### src/rtl/uwire_eeprom.sv
module uwire_eeprom #(
  parameter int AW        = 6,
  parameter int DW        = 16,
  parameter int WR_CYCLES = 2500
) (
  input  logic clk,
  input  logic rst_n,
  input  logic cs,
  input  logic sk,
  input  logic di,
  output logic do_o,
  output logic do_oe
);
  localparam int DEPTH = 1 << AW;
  localparam int BW    = $clog2(DW);
  localparam int CNW   = $clog2(DW + AW + 2);
  localparam int CW    = $clog2(WR_CYCLES + 1);

  typedef enum logic [2:0] {S_IDLE, S_CMD, S_DATA, S_READ, S_HOLD} st_t;

  logic [DW-1:0]  mem [DEPTH];
  logic           cs_m, cs_s, sk_m, sk_s, sk_d, di_m, di_s;
  st_t            st;
  logic [CNW-1:0] cnt;
  logic [AW:0]    cmd_sr;
  logic [DW-2:0]  dat_sr;
  logic [AW+1:0]  frame;
  logic [AW-1:0]  rd_addr, pend_addr;
  logic [BW-1:0]  rd_bit, rd_idx;
  logic [DW-1:0]  pend_data;
  logic [CW-1:0]  busy_cnt;
  logic           wen, pend, pend_all, stat, rd_oe, dout, busy, sk_rise;

  assign sk_rise = sk_s & ~sk_d;
  assign frame   = {cmd_sr, di_s};
  assign rd_idx  = BW'(DW - 1) - rd_bit;
  assign busy    = busy_cnt != '0;
  assign do_oe   = cs_s & (rd_oe | stat);
  assign do_o    = stat ? ~busy : dout;

  always_ff @(posedge clk or negedge rst_n) begin
    if (!rst_n) begin
      {cs_m, cs_s, sk_m, sk_s, sk_d, di_m, di_s} <= '0;
      st        <= S_IDLE;
      cnt       <= '0;
      cmd_sr    <= '0;
      dat_sr    <= '0;
      rd_addr   <= '0;
      rd_bit    <= '0;
      pend_addr <= '0;
      pend_data <= '0;
      busy_cnt  <= '0;
      wen       <= 1'b0;
      pend      <= 1'b0;
      pend_all  <= 1'b0;
      stat      <= 1'b0;
      rd_oe     <= 1'b0;
      dout      <= 1'b0;
      for (int i = 0; i < DEPTH; i++) mem[i] <= '1;
    end else begin
      cs_m <= cs;  cs_s <= cs_m;
      sk_m <= sk;  sk_s <= sk_m;  sk_d <= sk_s;
      di_m <= di;  di_s <= di_m;

      if (busy) begin
        busy_cnt <= busy_cnt - 1'b1;
        if (busy_cnt == CW'(1)) begin
          if (pend_all) begin
            for (int i = 0; i < DEPTH; i++) mem[i] <= pend_data;
          end else begin
            mem[pend_addr] <= pend_data;
          end
        end
      end

      if (!cs_s) begin
        st    <= S_IDLE;
        rd_oe <= 1'b0;
        if (pend) begin
          pend     <= 1'b0;
          stat     <= 1'b1;
          busy_cnt <= CW'(WR_CYCLES);
        end
      end else if (sk_rise) begin
        case (st)
          S_IDLE: begin
            if (di_s && !busy) begin
              st   <= S_CMD;
              cnt  <= '0;
              stat <= 1'b0;
            end
          end
          S_CMD: begin
            cmd_sr <= frame[AW:0];
            cnt    <= cnt + 1'b1;
            if (cnt == CNW'(AW + 1)) begin
              st        <= S_HOLD;
              cnt       <= '0;
              pend_addr <= frame[AW-1:0];
              pend_all  <= 1'b0;
              pend_data <= '1;
              case (frame[AW+1:AW])
                2'b10: begin
                  st      <= S_READ;
                  rd_addr <= frame[AW-1:0];
                  rd_bit  <= '0;
                  dout    <= 1'b0;
                  rd_oe   <= 1'b1;
                end
                2'b01: st <= S_DATA;
                2'b11: pend <= wen;
                default: begin
                  case (frame[AW-1:AW-2])
                    2'b11: wen <= 1'b1;
                    2'b00: wen <= 1'b0;
                    2'b01: begin
                      st       <= S_DATA;
                      pend_all <= 1'b1;
                    end
                    default: begin
                      pend     <= wen;
                      pend_all <= 1'b1;
                    end
                  endcase
                end
              endcase
            end
          end
          S_DATA: begin
            dat_sr <= {dat_sr[DW-3:0], di_s};
            cnt    <= cnt + 1'b1;
            if (cnt == CNW'(DW - 1)) begin
              st        <= S_HOLD;
              pend      <= wen;
              pend_data <= {dat_sr, di_s};
            end
          end
          S_READ: begin
            dout <= mem[rd_addr][rd_idx];
            if (rd_bit == BW'(DW - 1)) begin
              rd_bit  <= '0;
              rd_addr <= rd_addr + 1'b1;
            end else begin
              rd_bit <= rd_bit + 1'b1;
            end
          end
          default: ;
        endcase
      end
    end
  end
endmodule

### config.mk
export PLATFORM = sky130hd
export DESIGN_NAME = uwire_eeprom
export DESIGN_NICKNAME = d
export VERILOG_FILES = /design/src/rtl/uwire_eeprom.sv
export SDC_FILE = /design/constraint.sdc
export NUM_CORES = 2
export LEC_CHECK = 0
export BUFFER_PORTS_ARGS = -buffer_cell sky130_fd_sc_hd__buf_2
export CORE_ASPECT_RATIO = 0.75
export CORE_MARGIN = 4
export CORE_UTILIZATION = 40
export DETAILED_ROUTE_END_ITERATION = 10
export PLACE_DENSITY = 0.6
export SYNTH_ARGS = -nofsm -noshare
export SYNTH_HDL_FRONTEND = slang
export SYNTH_SLANG_ARGS = --single-unit
### constraint.sdc
create_clock -name clk -period 3.6 [get_ports clk]
set_clock_uncertainty 0.2 [all_clocks]
set_input_delay 0.18 -clock clk [delete_from_list [all_inputs] [get_ports clk]]
set_output_delay 0.18 -clock clk [all_outputs]
set_load 0.02 [all_outputs]
==> impl_metrics.toml <==
[cells_and_area]
drive_gt1_share_pct = 75.4
most-common-layout-cells = "1024 x dfstp_2, 600 x mux2_4, 420 x mux2_2"
layout.nets = 3504
fin_cells = 5442
layout_commonest_cell = "dfstp_2"
syn_to_final_growth_pct = 11.1

[flow_run]
max_cap_violations = 0

[die]
start_util_pct = 40.3
pin_count = 7
die_x_um = 439
die_y_um = 331
coreArea_um2 = 138000
dieArea_um2 = 145000
row_count = 118

[timing]
finalHoldViolations = 0
setup_tns_ps = 0
worst_slew_pin_slew_ps = 1390
min_period_ps = 3570
fmax_mhz = 280
setup_slack_ps = 27.2
rsz0062_at_grt = "false"
slew_viol_final = 0
finalSetupViolCount = 0
relSlewSlack_pct = 5.05
min_period_over_period_pct = 99.2

[logic_synthesis]
synth_area_per_cell_um2 = 15.8
ys.flop_type = "dfstp_2"
ys_ff_latch = 1111
yosysWarnings = 0
syn-cell-area_um2 = 55700
yosysUniqueCellTypes = 66
ys_async_sr_fraction_pct = 100
synth_edf_count = 0
syn_nets = 3542
ys_seq_area_share_pct = 52.2
netlist_instances = 3523

[drt]
vias_per_cell = 5.60
firstDrtPassIters = 6
vias = 30500
wl_per_cell_um = 27.2
drc = 0
wirelength_mm = 148
detailedRoute.firstIterationViolations = 2081
ant_nets = 0

[clock_tree]
cts_sinks = 1111
cts_buffer_depth = 3
clkLatencyLatePin_ps = 740
post_cts_buffers = 0
cts_inserted_buffers = 110
root_buffer = "clkbuf_16"
clkTransAtPathRegs_ps = 60
htree_num_levels = 3
cts_tree = "yes"

[power]
p_sw_uw = 5460
clock_power_share_pct = 48.7
seqPwrFrac_pct = 50.1
power_frac_comb_pct = 1.3
vdd_drop_max_uv = 379
p_sw_share_pct = 21.8
power.internal_uw = 19600
leakage_uw = 0.0255
power_density_nw_per_um2 = 406

[global_routing]
grt_pass1_wl_mm = 223
antenna_found_initial = 8
grt_max_degree = 128
grt_util_all_layers_pct = 20.5
grt_overflow = 0
grt_pass1_vias = 32100

[placement]
place_congestion = 0.870
pre_cts_slack_ps = 232
post-dp-hpwl_mm = 93.3
placed_cells = 5225
port_buffers = 6

[setup_path]
startpoint_type = "flop"
end_kind = "flop"
critPathMaxFanout = 24
crit_type = "reg -> reg"
cp-startpoint = "rd_addr[0]"
r2r_start = "rd_addr[0]"
cp.arrival_ps = 4000
required_ps = 4030

[worst_hold_path]
hp-class = "in -> async"

[outcome]
status = "complete, no violations"
[kinds of logic (layout without fill, tap and decap cells)]
family | after synthesis | after routing | synth area share, %
XOR/XNOR | 9 | 9 | 0.142
other | 0 | 4 | 0
buffers and inverters | 334 | 389 | 3.40
AND/OR/NAND/NOR | 333 | 333 | 2.73
AO/OA/AOI/OAI | 320 | 320 | 4.93
multiplexers | 1402 | 1402 | 36.3
adder cells (fa/ha/maj) | 14 | 14 | 0.315
flip-flops | 1111 | 1111 | 52.2
[routing by layer]
metal  vias to the layer above  track usage, %  part of all wire, %
li1                      12900               -                    -
met1                     16600            30.4                   48
met2                       732            29.3                   42
met3                       229            5.69                  6.8
met4                         0            5.70                  2.7
met5                         -               0                    0
[registers in the layout (all words and copies together) (netlist names), 5 cells and up]
register / flops
rd_addr: 6
pend_addr: 6
cmd_sr: 7
pend_data: 16
busy_cnt: 12
cnt: 5
dat_sr: 15
mem: 1024
[synth_stat cells (6+ instances only)]
cell / n / share of area [%]
o211ai_1: 9 / 0.12
o221ai_1: 38 / 0.60
a22oi_1: 15 / 0.20
a22o_1: 6 / 0.094
nor3_1: 9 / 0.081
buf_1: 13 / 0.088
a21oi_1: 56 / 0.50
clkbuf_1: 192 / 1.3
mux2i_1: 136 / 2.4
nor2b_1: 10 / 0.11
a221oi_1: 9 / 0.14
nor2_1: 136 / 0.92
nand4_1: 6 / 0.067
buf_12: 6 / 0.22
nand3_1: 16 / 0.14
buf_2: 35 / 0.31
ha_1: 14 / 0.31
mux4_2: 206 / 8.3
o21ai_0: 51 / 0.46
o21ai_4: 60 / 1.8
nand2_1: 108 / 0.73
dfrtp_1: 87 / 3.9
buf_6: 60 / 1.2
o22ai_1: 20 / 0.22
o31ai_1: 6 / 0.081
dfstp_2: 1024 / 48
nand2b_1: 8 / 0.090
nand3b_1: 10 / 0.13
mux2_2: 420 / 8.5
a2111oi_0: 8 / 0.13
mux2_4: 600 / 16
inv_1: 14 / 0.094
mux2_1: 40 / 0.81
a211o_1: 7 / 0.11
buf_4: 13 / 0.18
a31oi_1: 7 / 0.079
[final cells by class]
cell class / instances / area [µm²]
diodes: 4 / 10.0
clock buffers: 166 / 3330
clock inverters: 39 / 475
fillers: 12200 / 76400
inverters: 15 / 56.3
multi-input cells: 2078 / 24700
flip-flops and latches: 1111 / 29100
well taps: 1860 / 2330
repair buffers: 169 / 1800
[critical path, cell delays in order (launching register included)]
cell and delay, ps:
dfrtp_4 530, buf_12 250, buf_12 260, mux2i_1 220, o22ai_1 100, a2111oi_0 1180, a221o_1 330, a311oi_1 110
nand4_1 110, nand3_1 80
[stage by stage]
step | utilization [%] | hold slack (ps) | power [µW] | instance area (µm²)
6_report | 44.7 | 76.9 | 25100 | 61800
5_1_grt | 44.7 | 87.7 | 25900 | 61800
4_1_cts | 44.7 | 59.9 | 25400 | 61800
3_5_place_dp | 41.9 | -43.5 | 13100 | 57900
3_3_place_gp | 41.9 | -44.1 | 13100 | 57900
2_1_floorplan | - | -316 | 12800 | 55700
[power by group through the flow]
stage,combinational [µW],clock (µW),sequential [µW]
after CTS,333,12500,12600
final,316,12200,12600
after detailed placement,325,0,12800
after floorplan,21.7,0,12700
after global placement,325,0,12800
after global routing,369,13000,12600
[worst paths after layout]
check | cells past startpoint | endpoint | slack (ps)
setup / recovery | 9 | dout | 30
hold / removal | 2 | mem[690] | 80
setup reg to reg | 9 | dout | 30
hold reg to reg | 0 | sk_s | 150
max in group asynchronous | 4 | mem[770] | 2210
min in group clk | 0 | sk_s | 150
[what timing repair did]
action,CTS,global route
hold endpoints to repair,325,0
resized for setup,2,0
endpoints found under the setup margin,1,0
hold buffers,8,0
Power figures use the tool's default switching activity.
